===== config.mk =====
export PLATFORM = sky130hd
export DESIGN_NAME = dual_burst_sram
export DESIGN_NICKNAME = d
export VERILOG_FILES = /design/src/rtl/dpb_pkg.sv /design/src/rtl/dpb_write_stage.sv /design/src/rtl/dpb_array.sv /design/src/rtl/dpb_read_stage.sv /design/src/rtl/dual_burst_sram.sv
export SDC_FILE = /design/constraint.sdc
export NUM_CORES = 1
export LEC_CHECK = 0
export BUFFER_PORTS_ARGS = -buffer_cell sky130_fd_sc_hd__buf_4
export CAP_MARGIN = 40
export CORE_AREA = 2 2 277 279
export DETAILED_ROUTE_END_ITERATION = 10
export DIE_AREA = 0 0 279 281
export SYNTH_ARGS = -nofsm -noshare
export SYNTH_HDL_FRONTEND = slang
export SYNTH_HIERARCHICAL = 1
export SYNTH_SLANG_ARGS = --single-unit

===== constraint.sdc =====
create_clock -name clk -period 2.2 [get_ports clk]
set_input_delay 0.11 -clock clk [delete_from_list [all_inputs] [get_ports clk]]
set_output_delay 0.11 -clock clk [all_outputs]
set_load 0.03 [all_outputs]

===== src/rtl/dpb_pkg.sv =====
package dpb_pkg;

  // words moved by one burst; the burst address selects an aligned pair
  localparam int unsigned WORDS_PER_BURST = 2;

  // read output sequencer
  typedef enum logic [1:0] {
    OUT_IDLE   = 2'd0,
    OUT_FIRST  = 2'd1,
    OUT_SECOND = 2'd2
  } out_state_e;

endpackage


===== src/rtl/dpb_write_stage.sv =====
module dpb_write_stage #(
  parameter int unsigned ADDR_W = 4,
  parameter int unsigned BYTE_W = 8,
  parameter int unsigned BYTES  = 2,
  localparam int unsigned DATA_W = BYTE_W * BYTES
) (
  input  logic                  clk,
  input  logic                  rst,
  input  logic                  k_phase,
  input  logic                  wr_sel_n,
  input  logic [ADDR_W-1:0]     addr,
  input  logic [DATA_W-1:0]     wdata,
  input  logic [BYTES-1:0]      wbe_n,
  output logic                  pend_v,
  output logic [ADDR_W-1:0]     pend_addr,
  output logic [2*DATA_W-1:0]   pend_data,
  output logic [2*BYTES-1:0]    pend_be,
  output logic                  commit
);

  // half-collected burst: first word taken on the K edge
  logic                col_v;
  logic [DATA_W-1:0]   col_data;
  logic [BYTES-1:0]    col_be;

  always_ff @(posedge clk) begin
    if (rst) begin
      col_v     <= 1'b0;
      col_data  <= '0;
      col_be    <= '0;
      pend_v    <= 1'b0;
      pend_addr <= '0;
      pend_data <= '0;
      pend_be   <= '0;
    end else if (k_phase) begin
      col_v <= ~wr_sel_n;
      if (!wr_sel_n) begin
        col_data <= wdata;
        col_be   <= ~wbe_n;
      end
    end else begin
      // K# edge: complete the burst; the previous one commits on this edge
      pend_v <= col_v;
      if (col_v) begin
        pend_addr <= addr;
        pend_data <= {wdata, col_data};
        pend_be   <= {~wbe_n, col_be};
      end
    end
  end

  // the completed burst is written to the array on the next K# edge
  assign commit = pend_v & ~k_phase;

  // a request taken on K yields a complete pending burst after the K# edge
  assert_wr_addr_capture_R3: assert property (@(posedge clk) disable iff (rst)
    (col_v && !k_phase) |=> pend_v);

endmodule


===== src/rtl/dpb_array.sv =====
module dpb_array #(
  parameter int unsigned ADDR_W = 4,
  parameter int unsigned LANE_W = 8,
  parameter int unsigned LANES  = 4,
  localparam int unsigned DEPTH = 1 << ADDR_W,
  localparam int unsigned WIDTH = LANE_W * LANES
) (
  input  logic               clk,
  input  logic               rst,
  input  logic               we,
  input  logic [ADDR_W-1:0]  waddr,
  input  logic [WIDTH-1:0]   wdata,
  input  logic [LANES-1:0]   wbe,
  input  logic               re,
  input  logic [ADDR_W-1:0]  raddr,
  output logic [WIDTH-1:0]   rdata
);

  logic [WIDTH-1:0] mem [DEPTH];

  // byte-lane write, registered read: block RAM friendly
  always_ff @(posedge clk) begin
    if (we) begin
      for (int l = 0; l < LANES; l++) begin
        if (wbe[l]) mem[waddr][l*LANE_W +: LANE_W] <= wdata[l*LANE_W +: LANE_W];
      end
    end
    if (re) rdata <= mem[raddr];
  end

  // commits (K#) and lookups (K) never share an edge
  assert_no_port_clash_R7: assert property (@(posedge clk) disable iff (rst)
    !(we && re));

endmodule


===== src/rtl/dpb_read_stage.sv =====
module dpb_read_stage
  import dpb_pkg::*;
#(
  parameter int unsigned ADDR_W = 4,
  parameter int unsigned BYTE_W = 8,
  parameter int unsigned BYTES  = 2,
  localparam int unsigned DATA_W = BYTE_W * BYTES,
  localparam int unsigned LANES  = WORDS_PER_BURST * BYTES
) (
  input  logic                  clk,
  input  logic                  rst,
  input  logic                  k_phase,
  input  logic                  rd_sel_n,
  input  logic [ADDR_W-1:0]     addr,
  input  logic                  pend_v,
  input  logic [ADDR_W-1:0]     pend_addr,
  input  logic [2*DATA_W-1:0]   pend_data,
  input  logic [LANES-1:0]      pend_be,
  output logic                  ram_re,
  output logic [ADDR_W-1:0]     ram_raddr,
  input  logic [2*DATA_W-1:0]   ram_q,
  output logic [DATA_W-1:0]     rdata,
  output logic                  rdata_oe
);

  logic                 req_v;
  logic [ADDR_W-1:0]    req_addr;
  logic                 look_v;
  logic                 fwd_hit;
  logic [2*DATA_W-1:0]  fwd_data;
  logic [LANES-1:0]     fwd_be;
  logic [2*DATA_W-1:0]  merged;
  logic [DATA_W-1:0]    hold;
  out_state_e           state;

  assign ram_re    = req_v & k_phase;
  assign ram_raddr = req_addr;

  // pending bytes override array bytes lane by lane
  for (genvar i = 0; i < LANES; i++) begin : g_merge
    assign merged[i*BYTE_W +: BYTE_W] = (fwd_hit && fwd_be[i])
      ? fwd_data[i*BYTE_W +: BYTE_W] : ram_q[i*BYTE_W +: BYTE_W];
  end

  always_ff @(posedge clk) begin
    if (rst) begin
      req_v    <= 1'b0;
      req_addr <= '0;
      look_v   <= 1'b0;
      fwd_hit  <= 1'b0;
      fwd_data <= '0;
      fwd_be   <= '0;
      hold     <= '0;
      state    <= OUT_IDLE;
      rdata    <= '0;
      rdata_oe <= 1'b0;
    end else if (k_phase) begin
      req_v    <= ~rd_sel_n;
      req_addr <= addr;
      look_v   <= req_v;
      fwd_hit  <= req_v && pend_v && (pend_addr == req_addr);
      fwd_data <= pend_data;
      fwd_be   <= pend_be;
      if (state == OUT_FIRST) begin
        rdata <= hold;
        state <= OUT_SECOND;
      end
    end else begin
      if (look_v) begin
        rdata    <= merged[DATA_W-1:0];
        hold     <= merged[2*DATA_W-1:DATA_W];
        state    <= OUT_FIRST;
        rdata_oe <= 1'b1;
      end else if (state == OUT_SECOND) begin
        rdata    <= '0;
        rdata_oe <= 1'b0;
        state    <= OUT_IDLE;
      end
    end
  end

  // a burst always spans two clocks
  assert_oe_two_words_R2: assert property (@(posedge clk) disable iff (rst)
    $rose(rdata_oe) |=> rdata_oe);
  // delivery starts on a K# edge
  assert_oe_on_kbar_R2: assert property (@(posedge clk) disable iff (rst)
    $rose(rdata_oe) |-> !$past(k_phase));
  // a finished lookup always drives the bus on the next K#
  assert_lookup_drives_R7: assert property (@(posedge clk) disable iff (rst)
    (look_v && !k_phase) |=> rdata_oe);
  // released bus carries no data
  assert_idle_bus_R8: assert property (@(posedge clk) disable iff (rst)
    !rdata_oe |-> (rdata == '0));

endmodule


===== src/rtl/dual_burst_sram.sv =====
module dual_burst_sram #(
  parameter int unsigned ADDR_W = 4,
  parameter int unsigned BYTE_W = 8,
  parameter int unsigned BYTES  = 2,
  localparam int unsigned DATA_W = BYTE_W * BYTES
) (
  input  logic               clk,
  input  logic               rst,
  input  logic               k_phase,
  input  logic               rd_sel_n,
  input  logic               wr_sel_n,
  input  logic [ADDR_W-1:0]  addr,
  input  logic [DATA_W-1:0]  wdata,
  input  logic [BYTES-1:0]   wbe_n,
  output logic [DATA_W-1:0]  rdata,
  output logic               rdata_oe
);

  localparam int unsigned LANES = dpb_pkg::WORDS_PER_BURST * BYTES;

  logic                 pend_v;
  logic [ADDR_W-1:0]    pend_addr;
  logic [2*DATA_W-1:0]  pend_data;
  logic [LANES-1:0]     pend_be;
  logic                 commit;
  logic                 ram_re;
  logic [ADDR_W-1:0]    ram_raddr;
  logic [2*DATA_W-1:0]  ram_q;

  dpb_write_stage #(.ADDR_W(ADDR_W), .BYTE_W(BYTE_W), .BYTES(BYTES)) u_wr (
    .clk(clk), .rst(rst), .k_phase(k_phase), .wr_sel_n(wr_sel_n),
    .addr(addr), .wdata(wdata), .wbe_n(wbe_n),
    .pend_v(pend_v), .pend_addr(pend_addr), .pend_data(pend_data),
    .pend_be(pend_be), .commit(commit)
  );

  dpb_array #(.ADDR_W(ADDR_W), .LANE_W(BYTE_W), .LANES(LANES)) u_mem (
    .clk(clk), .rst(rst),
    .we(commit), .waddr(pend_addr), .wdata(pend_data), .wbe(pend_be),
    .re(ram_re), .raddr(ram_raddr), .rdata(ram_q)
  );

  dpb_read_stage #(.ADDR_W(ADDR_W), .BYTE_W(BYTE_W), .BYTES(BYTES)) u_rd (
    .clk(clk), .rst(rst), .k_phase(k_phase), .rd_sel_n(rd_sel_n), .addr(addr),
    .pend_v(pend_v), .pend_addr(pend_addr), .pend_data(pend_data), .pend_be(pend_be),
    .ram_re(ram_re), .ram_raddr(ram_raddr), .ram_q(ram_q),
    .rdata(rdata), .rdata_oe(rdata_oe)
  );

  // K and K# edges must alternate
  assert_phase_alternates_R2: assert property (@(posedge clk) disable iff (rst)
    k_phase |=> !k_phase);

endmodule


==> impl_results.md, run 1 <==
* Via count at 13,810
* Sequential-to-total area share from yosys stat at 72.71%
* Startpoint types: flip-flop
* Global-route wire length before repair at 89.72 mm
* RR Startpoint: u_wr/pend_addr[3]
* Post-DR wirelength/cell at 22.53 microns
* Final period util at between 90% and 100%
* FF/Latch Area at 19,110 sq um
* Max Cap Violations at 0
* Pin count of the biggest net entering global routing at 71
* CP Capture Point: u_mem/mem[11][15]
* Yosys cell types at 46
* Beginning of the critical path: u_wr/pend_addr[3]
* Total grt overflow at 0
* Area of the multi-input gates at 6666 sq um
* Placer congestion estimate at 0.7835
* Worst Skew at 27.83 ps
* Post-synth EDFFs at 544
* Max Fclk at 486.1 MHz
* Antenna violations before repair at 3
* H-tree depth at 3
* Setup violators final at 0
* Setup TNS at 0 ps
* Main combinational cell family by area after synthesis: multiplexers
* Core ar. at 75,440 sq um
* Syn_nets at around 1,500
* Final Slew Violations at 0
* ANT nets after route at 0
* Final wirelength at 60.73 mm
* Die X at about 280 microns
* Outcome: finished clean
* Worst reg-to-reg path cell count at 4
* Synth Area in Adders at 0%
* Final Critical Period at 2057 ps
* Post-synth top area share at 62.19%
* Synth area leaders: edfxtp_1, mux4_2, dfxtp_1
* Clock Path Buffers at 3
* Vias per cell at 5.121
* CP endpoint kind: flip-flop
* DRC Markers at 0
* Simple-Gate Fraction of Synth Area at around 6.7%
* Post-synthesis compound-gate area fraction at under 10%
* Synth area leader: edfxtp_1
* Die Y at 281 microns
* YS warnings at 6
* Mux cell area share after synthesis at 15.17%
* Reg2Reg Setup Slack at 140 ps
* Most frequently used flop master after synthesis: edfxtp_1
* Total power at roughly 0.027 W
* Fill count at 6,622
* Placed cell area at 28,270 sq um
* CTS Buf Count at roughly 70
* Number of global-route vias before repair at 14,040
* Worst hold path depth at 4
* Mapped cell area at 26,270 sq um
* Power density over the cells at 877.1 nW/um^2
* Resized Gates After CTS at 0
* Area Growth Syn to Fin at 17.75%
* Worst rel slew slack at 38.48%
* Max IR drop VDD at 0.5311 mV
* Root buffer cell: clkbuf_16
* Final Cell Area at 30,930 sq um
* Postcts setup bufs at 0
* Top cells by count, synth: edfxtp_1, nor2_1, dfxtp_1
* Final Hold Viols at 0
* Yosys reg bits at around 680
* Iter 0 DRT Violations at 1,304
* CP required at 2500 ps
* TritonCTS Sinks at slightly below 700
* Least-Margin Pin Slew at 921.5 ps
* Critical path peak fanout at 9
* Final HPWL DP at 38.82 mm
* XOR/XNOR Fraction of Synth Area at 0.1334%
* Ys async rst share at 0%
* Row cnt at 101
* Unrepaired setup endpoints after global routing: false
* Pleak at between 9 and 10 nW
* # IOs at 44
* Clk_lat worst skew at 620 ps
* Critical Path AT at 2350 ps
* R2r endpoint: u_mem/mem[11][15]
* Syn avg cell area at 17.57 sq um
* Layout cells sized above 1 at roughly a quarter
* Most frequent cell after synthesis: edfxtp_1
* Hold_buf cts at 30
* Type of the worst setup path: flip-flop to flip-flop
* Total GRT Usage at between 10% and 20%
* Worst min path class: input port to flip-flop
* TritonCTS clock tree: yes
* PortBufs at between 40 and 50
* Layout Nets at 1,685
* Die Area at 78,400 sq um
* Drt pass-1 iters at 5
* Cells after synthesis at about 1,500
* Initial Util at 34.82%
* Clk pin slew, worst setup/hold paths at approximately 60 ps
-- sequential cells by signal, indices dropped and copies added, names as in the netlist, 4 cells and up --
| name | flops |
|---|---|
| u_mem/mem | 512 |
| u_mem/rdata | 32 |
| u_rd/fwd_data | 32 |
| u_wr/pend_data | 32 |
| u_rd/hold | 16 |
| u_rd/rdata | 16 |
| u_wr/col_data | 16 |
| u_rd/fwd_be | 4 |
| u_rd/ram_raddr | 4 |
| u_wr/pend_addr | 4 |
| u_wr/pend_be | 4 |
-- cell families after synthesis --
| family | after synthesis |
|---|---|
| buffers and inverters | 93 |
| multiplexers | 238 |
| flip-flops | 682 |
| AO/OA/AOI/OAI | 113 |
| XOR/XNOR | 4 |
| AND/OR/NAND/NOR | 365 |
-- through the flow --
step           worst slack [ps]  hold slack, ps  utilization (%)  cells
2_1_floorplan             384.4           209.0                -   1495
3_3_place_gp              143.3           301.2            37.47   2531
3_5_place_dp              151.1           301.1            37.47   2531
4_1_cts                   132.1           295.1            40.97   2693
5_1_grt                   57.60           360.4            41.00   2696
6_report                  142.9           320.6            41.00   2696
-- power breakdown --
group          switching, W  internal [W]
logic              0.000623      0.000504
clock network       0.00484       0.00713
registers          0.000127        0.0139
total               0.00559        0.0215
-- cell type report --
type                            count  area share, %
Inverter                            2        0.02427
Timing Repair Buffer              180          5.121
Tap cell                          978          3.956
Sequential cell                   682          61.77
Multi-Input combinational cell    720          21.55
Clock buffer                       97          6.505
Antenna cell                        2        0.01618
Clock inverter                     35          1.056
-- worst max-delay path, stage by stage, from the launching register on --
cell and delay, ps:
dfxtp_1 530, nor2b_1 310, nand3_1 360, nor2_1 280, buf_4 250
-- cell usage in the layout (no fill, tap or decap), types with 3 or more instances in the layout --
cell and instances:
edfxtp_1 544, nor2_1 156, buf_4 137, dfxtp_1 136, mux4_2 128, mux2i_1 110, nand2b_1 78, clkbuf_16 77
nand2_1 66, a22oi_1 64, dlygate4sd3_1 30, nand3_1 24, clkbuf_1 19, a311oi_1 16, o22a_1 16, clkinv_1 14
buf_12 12, nor3_2 11, clkinv_2 9, bufinv_16 6, a21oi_1 6, nor2b_1 5, nor3_1 5, o21ai_1 4
clkinvlp_4 3, xnor2_1 3
-- per-layer routing --
metal / track usage (%) / up-vias / wire length [microns]
met1: 22.48 / 7110 / 28430
met5: 0 / - / 7
met4: 5.804 / 2 / 1717
li1: - / 6149 / -
met3: 3.425 / 99 / 4111
met2: 22.78 / 447 / 26470
-- how the worst min path moves through the flow --
stage	slack [ps]	start	end
2_1_floorplan	210	rd_sel_n	u_rd/req_v
3_3_place_gp	300	rd_sel_n	u_rd/req_v
3_5_place_dp	300	rd_sel_n	u_rd/req_v
4_1_cts	300	addr[1]	u_rd/ram_raddr[1]
5_1_grt	360	addr[1]	u_rd/ram_raddr[1]
6_report	320	addr[1]	u_rd/ram_raddr[1]
Power figures use the tool's default switching activity.
==> inputs of run 2 (changes only) <==
CTS_BUF_LIST = sky130_fd_sc_hd__clkbuf_8   (was unset)
==> run 2 against run 1 <==
First-iteration DRC count grew 9.2%; final area shrank 1.3%; critical path depth is the same; flip-flop and latch count is the same; combinational power is essentially flat; maximum frequency is essentially flat; clock skew grew 14 ps; largest power group unchanged.
==> impl_results.md, run 2 (same netlist as run 1, synthesis figures left out) <==
* Via count at 14,120 (+2.3%)
* Final period util at 93.46% (about the same)
* Iter 0 DRT Violations at 1,424 (+9.2%)
* TritonCTS Sinks at 682 (unchanged)
* Layout cells sized above 1 at 24.37% (+0.88 points)
* CP delay by family, top: simple AND/OR/NAND/NOR gates
* Clock power frac at 38.9% (-5.2 points)
* Critical path's slowest cell: dfxtp_1
* RR Startpoint: u_wr/pend_addr[3]
* Pin count of the biggest net entering global routing at 71 (unchanged)
* TritonCTS clock tree: yes
* DRC Markers at 0 (unchanged)
* # IOs at 44 (unchanged)
* Clk pin slew, worst setup/hold paths at 60 ps (about the same)
* Final Slew Violations at 0 (unchanged)
* CP required at 2600 ps (+100 ps)
* Pleak at 9.258 nW (+0.19%)
* Die X at 279 microns (unchanged)
* CP bufs+invs at 1 (unchanged)
* Sw Ratio at 22.49% (+1.9 points)
* CP peak stage delay at 530 ps (about the same)
* Logic pwr share at 4.5% (+0.3 points)
* Worst Skew at 41.50 ps (+13.67 ps)
* Worst min path class: input port to flip-flop
* Max IR drop VDD at 0.4726 mV (-11%)
* Post-DR wirelength/cell at 22.15 microns (-1.7%)
* Startpoint types: flip-flop
* Area of the multi-input gates at 6666 sq um (unchanged)
* Placed cell area at 28,270 sq um (unchanged)
* Worst reg-to-reg path cell count at 4 (unchanged)
* Final Cell Area at 30,540 sq um (-1.3%)
* H-tree depth at 3 (unchanged)
* Setup TNS at 0 ps (unchanged)
* Initial Util at 34.82% (unchanged)
* Global-route wire length before repair at 91.12 mm (+1.6%)
* Reg2Reg Setup Slack at 140 ps (about the same)
* Drt pass-1 iters at 5 (unchanged)
* Total GRT Usage at 15.72% (+0.22 points)
* Final wirelength at 61.29 mm (+0.93%)
* Die Y at 281 microns (unchanged)
* Core ar. at 75,440 sq um (unchanged)
* Power density over the cells at 812.5 nW/um^2 (-7.4%)
* Sequential Power Share at 56.6% (+4.8 points)
* Most frequent cells in the layout: edfxtp_1, nor2_1, buf_4
* R2r endpoint: u_mem/mem[11][12]
* Net load switching power at 0.005580 W (-0.10%)
* Resized Gates After CTS at 0 (unchanged)
* Final Hold Viols at 0 (unchanged)
* Vias per cell at 5.103 (-0.35%)
* Max Fclk at 486.3 MHz (about the same)
* Reg with most FFs: u_mem/mem
* CTS Buf Count at 109 (+51%)
* Type of the worst setup path: flip-flop to flip-flop
* Hold worst-path end: u_rd/ram_raddr[1]
* Antenna violations before repair at 4 (+1)
* Layout Nets at 1,723 (+2.3%)
* Clk_lat worst skew at 720 ps (+100 ps)
* Post-Route Utilization at 40.48% (-0.52 points)
* P_int at 0.01924 W (-11%)
* Setup violators final at 0 (unchanged)
* Clock Path Buffers at 3 (unchanged)
* Hold path start: addr[1]
* Row cnt at 101 (unchanged)
* Number of global-route vias before repair at 14,380 (+2.4%)
* Max Cap Violations at 0 (unchanged)
* Worst rel slew slack at 40.22% (+1.7 points)
* ANT nets after route at 0 (unchanged)
* Unrepaired setup endpoints after global routing: false
* Total power at 0.02482 W (-8.5%)
* Crit path cell chain: nor2b_1 > nand3_1 > nor2_1 > buf_4
* Die Area at 78,400 sq um (unchanged)
* Fill count at 6,684 (+0.94%)
* CP endpoint kind: flip-flop
* Final Critical Period at 2056 ps (-0.9770 ps)
* Total grt overflow at 0 (unchanged)
* Placer congestion estimate at 0.7835 (unchanged)
* FF/Latch Area at 19,110 sq um (unchanged)
* Worst hold path depth at 4 (unchanged)
* Most common library cell in the layout ignoring fill and taps: edfxtp_1
* Area Growth Syn to Fin at 16.27%
* Postcts setup bufs at 0 (unchanged)
* Final HPWL DP at 38.82 mm (unchanged)
* Outcome: finished clean
* Max reg flops at 512 (unchanged)
* Critical Path AT at 2450 ps (+100 ps)
* PortBufs at 43 (unchanged)
* Critical path peak fanout at 9 (unchanged)
* Least-Margin Pin Slew at 895.4 ps (-26.05 ps)
* Root buffer cell: clkbuf_8
run 2: timing repair:
action	in CTS	in global routing
hold buffers	31	0
setup endpoints to repair	0	0
endpoints found under the hold margin	65	0
run 2: layer usage:
metal / part of all wire (%) / global-route usage [%]
met1: 46 / 22.72
met5: 0.018 / 0
met2: 44 / 23.32
met3: 7.4 / 3.442
met4: 2.4 / 5.693
run 2: power groups by stage:
stage / clock, W / combinational, W / sequential, W
floorplan: 0 / 0.000691 / 0.0143
global placement: 0 / 0.00107 / 0.0143
detailed placement: 0 / 0.00109 / 0.0143
CTS: 0.00993 / 0.00113 / 0.0140
global route: 0.0104 / 0.00121 / 0.0141
finish: 0.00964 / 0.00113 / 0.0140
run 2: worst max-delay path by stage:
stage / slack, ps / cells after the start / end / from
after floorplan: 380 / 5 / u_mem/rdata[10] / u_rd/ram_raddr[0]
after global placement: 140 / 5 / u_mem/rdata[30] / u_rd/ram_raddr[0]
after detailed placement: 150 / 5 / u_mem/rdata[0] / u_rd/ram_raddr[0]
after CTS: 150 / 5 / u_mem/rdata[30] / u_rd/ram_raddr[0]
after global routing: 50 / 5 / u_mem/rdata[29] / u_rd/ram_raddr[0]
final: 140 / 4 / u_mem/mem[11][12] / u_wr/pend_addr[3]
run 2: cell type report:
cell class                 instances  share of cell area (%)
multi-input combinational        720                   21.83
sequential                       682                   62.56
antenna                            4                 0.03277
clock inverter                    85                   1.147
tap                              978                   4.007
clock buffer                     115                   5.183
timing repair buffer             181                   5.219
inverter                           2                 0.02458
run 2: per-stage QoR:
step                      cells  setup WS [ps]  hold WS (ps)
after floorplan            1495          384.4         209.0
after global placement     2531          143.3         301.2
after detailed placement   2531          151.1         301.1
after CTS                  2762          145.5         164.8
after global routing       2766          52.75         249.5
final                      2767          143.9         221.3
run 2: worst min-delay path, cell delays in order:
cell and delay, ps:
dlygate4sd3_1 520, buf_4 130, mux2i_1 60, nor2_1 70
==> inputs of run 3 (changes only) <==
PLACE_DENSITY = 0.59   (was unset)
==> run 3 against run 2 <==
First-iteration DRC count down 5.4%; core utilization up 0.28 points; register-to-register slack better by 30 ps; power up 2.6%; non-clock buffer count up 6; clock power up 7%; count of clock-buffer cells in the layout down 3; clock skew up 5.1 ps; global-route usage up 0.48 points; maximum frequency up 1.5%; wire length up 2.4%; largest power group unchanged.
==> impl_results.md, run 3 (same netlist as run 1, synthesis figures left out) <==
* Post-Route Utilization at 40.76% (+0.28 points)
* CP endpoint kind: flip-flop
* Area of the multi-input gates at 6666 sq um (unchanged)
* DRC Markers at 0 (unchanged)
* Initial Util at 34.82% (unchanged)
* Reg with most FFs: u_mem/mem
* CP peak stage delay at 540 ps (about the same)
* Total grt overflow at 0 (unchanged)
* Beginning of the critical path: u_rd/ram_raddr[0]
* Hold path start: wdata[6]
* Max Fclk at 493.8 MHz (+1.5%)
* Final HPWL DP at 39.57 mm (+1.9%)
* Resized Gates After CTS at 0 (unchanged)
* CP required at 2620 ps (+20 ps)
* Fill count at 6,713 (+0.43%)
* Startpoint types: flip-flop
* Row cnt at 101 (unchanged)
* Max reg flops at 512 (unchanged)
* Type of the worst setup path: flip-flop to flip-flop
* CP delay by family, top: multiplexers
* Worst hold path depth at 4 (unchanged)
* Die Area at 78,400 sq um (unchanged)
* CP bufs+invs at 2 (+1)
* Pleak at 9.365 nW (+1.2%)
* Setup violators final at 0 (unchanged)
* ANT nets after route at 0 (unchanged)
* TritonCTS Sinks at 682 (unchanged)
* Die X at 279 microns (unchanged)
* Max IR drop VDD at 0.4322 mV (-8.5%)
* Number of global-route vias before repair at 14,190 (-1.3%)
* Placer congestion estimate at 0.8068 (+3.0%)
* Pin count of the biggest net entering global routing at 84 (+18%)
* Vias per cell at 5.145 (+0.82%)
* Antenna violations before repair at 4 (unchanged)
* Unrepaired setup endpoints after global routing: false
* Outcome: finished clean
* Die Y at 281 microns (unchanged)
* Final Hold Viols at 0 (unchanged)
* Critical path peak fanout at 22 (+13)
* Most common library cell in the layout ignoring fill and taps: edfxtp_1
* Global-route wire length before repair at 93.98 mm (+3.1%)
* H-tree depth at 3 (unchanged)
* Final Slew Violations at 0 (unchanged)
* Layout cells sized above 1 at 25.24% (+0.87 points)
* Power density over the cells at 828.1 nW/um^2 (+1.9%)
* Setup TNS at 0 ps (unchanged)
* Critical Path AT at 2450 ps (about the same)
* Final Critical Period at 2025 ps (-30.97 ps)
* Total GRT Usage at 16.20% (+0.48 points)
* Stages on the worst setup path at 5 (+1)
* Post-DR wirelength/cell at 22.63 microns (+2.2%)
* Most numerous cell on the critical path: buf_12
* Final period util at 92.05% (-1.4 points)
* Layout Nets at 1,729 (+0.35%)
* Clk pin slew, worst setup/hold paths at 60 ps (about the same)
* FF/Latch Area at 19,110 sq um (unchanged)
* Clock Path Buffers at 3 (unchanged)
* Clk_lat worst skew at 720 ps (about the same)
* Via count at 14,280 (+1.1%)
* Final wirelength at 62.79 mm (+2.4%)
* Worst Skew at 46.58 ps (+5.087 ps)
* Root buffer cell: clkbuf_8
* TritonCTS clock tree: yes
* Worst min path class: input port to flip-flop
* Worst rel slew slack at 41.20% (+0.97 points)
* # IOs at 44 (unchanged)
* Least-Margin Pin Slew at 880.8 ps (-14.58 ps)
* Worst reg-to-reg path cell count at 5 (+1)
* Core ar. at 75,440 sq um (unchanged)
* PortBufs at 43 (unchanged)
* Critical path's slowest cell: mux4_2
* Iter 0 DRT Violations at 1,347 (-5.4%)
* Drt pass-1 iters at 5 (unchanged)
* CTS Buf Count at 109 (unchanged)
* Max Cap Violations at 0 (unchanged)
* Most frequent cells in the layout: edfxtp_1, nor2_1, buf_4
* RR Startpoint: u_rd/ram_raddr[0]
* Area Growth Syn to Fin at 17.08%
* Crit path cell chain: buf_12 > buf_12 > mux4_2 > a22oi_1 > nand2_1
-- run 3: through the flow --
stage | std cells | cell area [sq um] | setup slack [ps] | hold slack [ps] | total power (W)
global placement | 2537 | 28340 | 125.6 | 307.2 | 0.01540
floorplan | 1495 | 26270 | 384.4 | 209.0 | 0.01499
finish | 2775 | 30750 | 174.8 | 262.6 | 0.02547
CTS | 2772 | 30730 | 174.6 | 186.9 | 0.02577
global route | 2775 | 30750 | 97.78 | 220.6 | 0.02641
detailed placement | 2538 | 28360 | 214.6 | 315.6 | 0.01542
-- run 3: power by group --
part	switching (W)	internal, W	total (W)
clock	0.00493	0.00534	0.0103
sequential	0.000128	0.0139	0.0140
combinational	0.000634	0.000517	0.00115
total	0.00569	0.0198	0.0255
-- run 3: what timing repair did --
item / CTS / global route
endpoints found under the hold margin: 71 / 0
hold buffers: 30 / 0
buffers inserted: 0 / 0
-- run 3: cell type report --
class / count / share of cell area (%)
antenna: 2 / 0.01627
clock buffer: 112 / 5.012
clock inverter: 92 / 1.737
inverter: 2 / 0.02441
multi-input combinational: 720 / 21.68
sequential: 682 / 62.13
tap: 978 / 3.979
timing repair buffer: 187 / 5.427
-- run 3: tightest hold or removal path: cells and delay by family --
family	cells	cell delay (ps)
buf+inv	2	630
mux	1	110
simple gates	1	60
-- run 3: path summary, 6_finish.rpt --
path	slack, ps	to
worst max-delay path	170	u_mem/rdata[12]
worst max register to register	170	u_mem/rdata[12]
worst min register to register	490	u_wr/pend_data[0]
worst min-delay path	260	u_wr/col_data[6]
-- run 3: routing by layer --
| layer | part of all wire, % | vias up | wire length [microns] | global-route usage [%] |
|---|---|---|---|---|
| li1 | - | 6269 | - | - |
| met1 | 47 | 7441 | 29670 | 24.28 |
| met2 | 45 | 482 | 28010 | 23.92 |
| met3 | 6.4 | 84 | 3989 | 3.209 |
| met4 | 1.8 | 2 | 1104 | 4.508 |
| met5 | 0.018 | - | 11 | 0 |
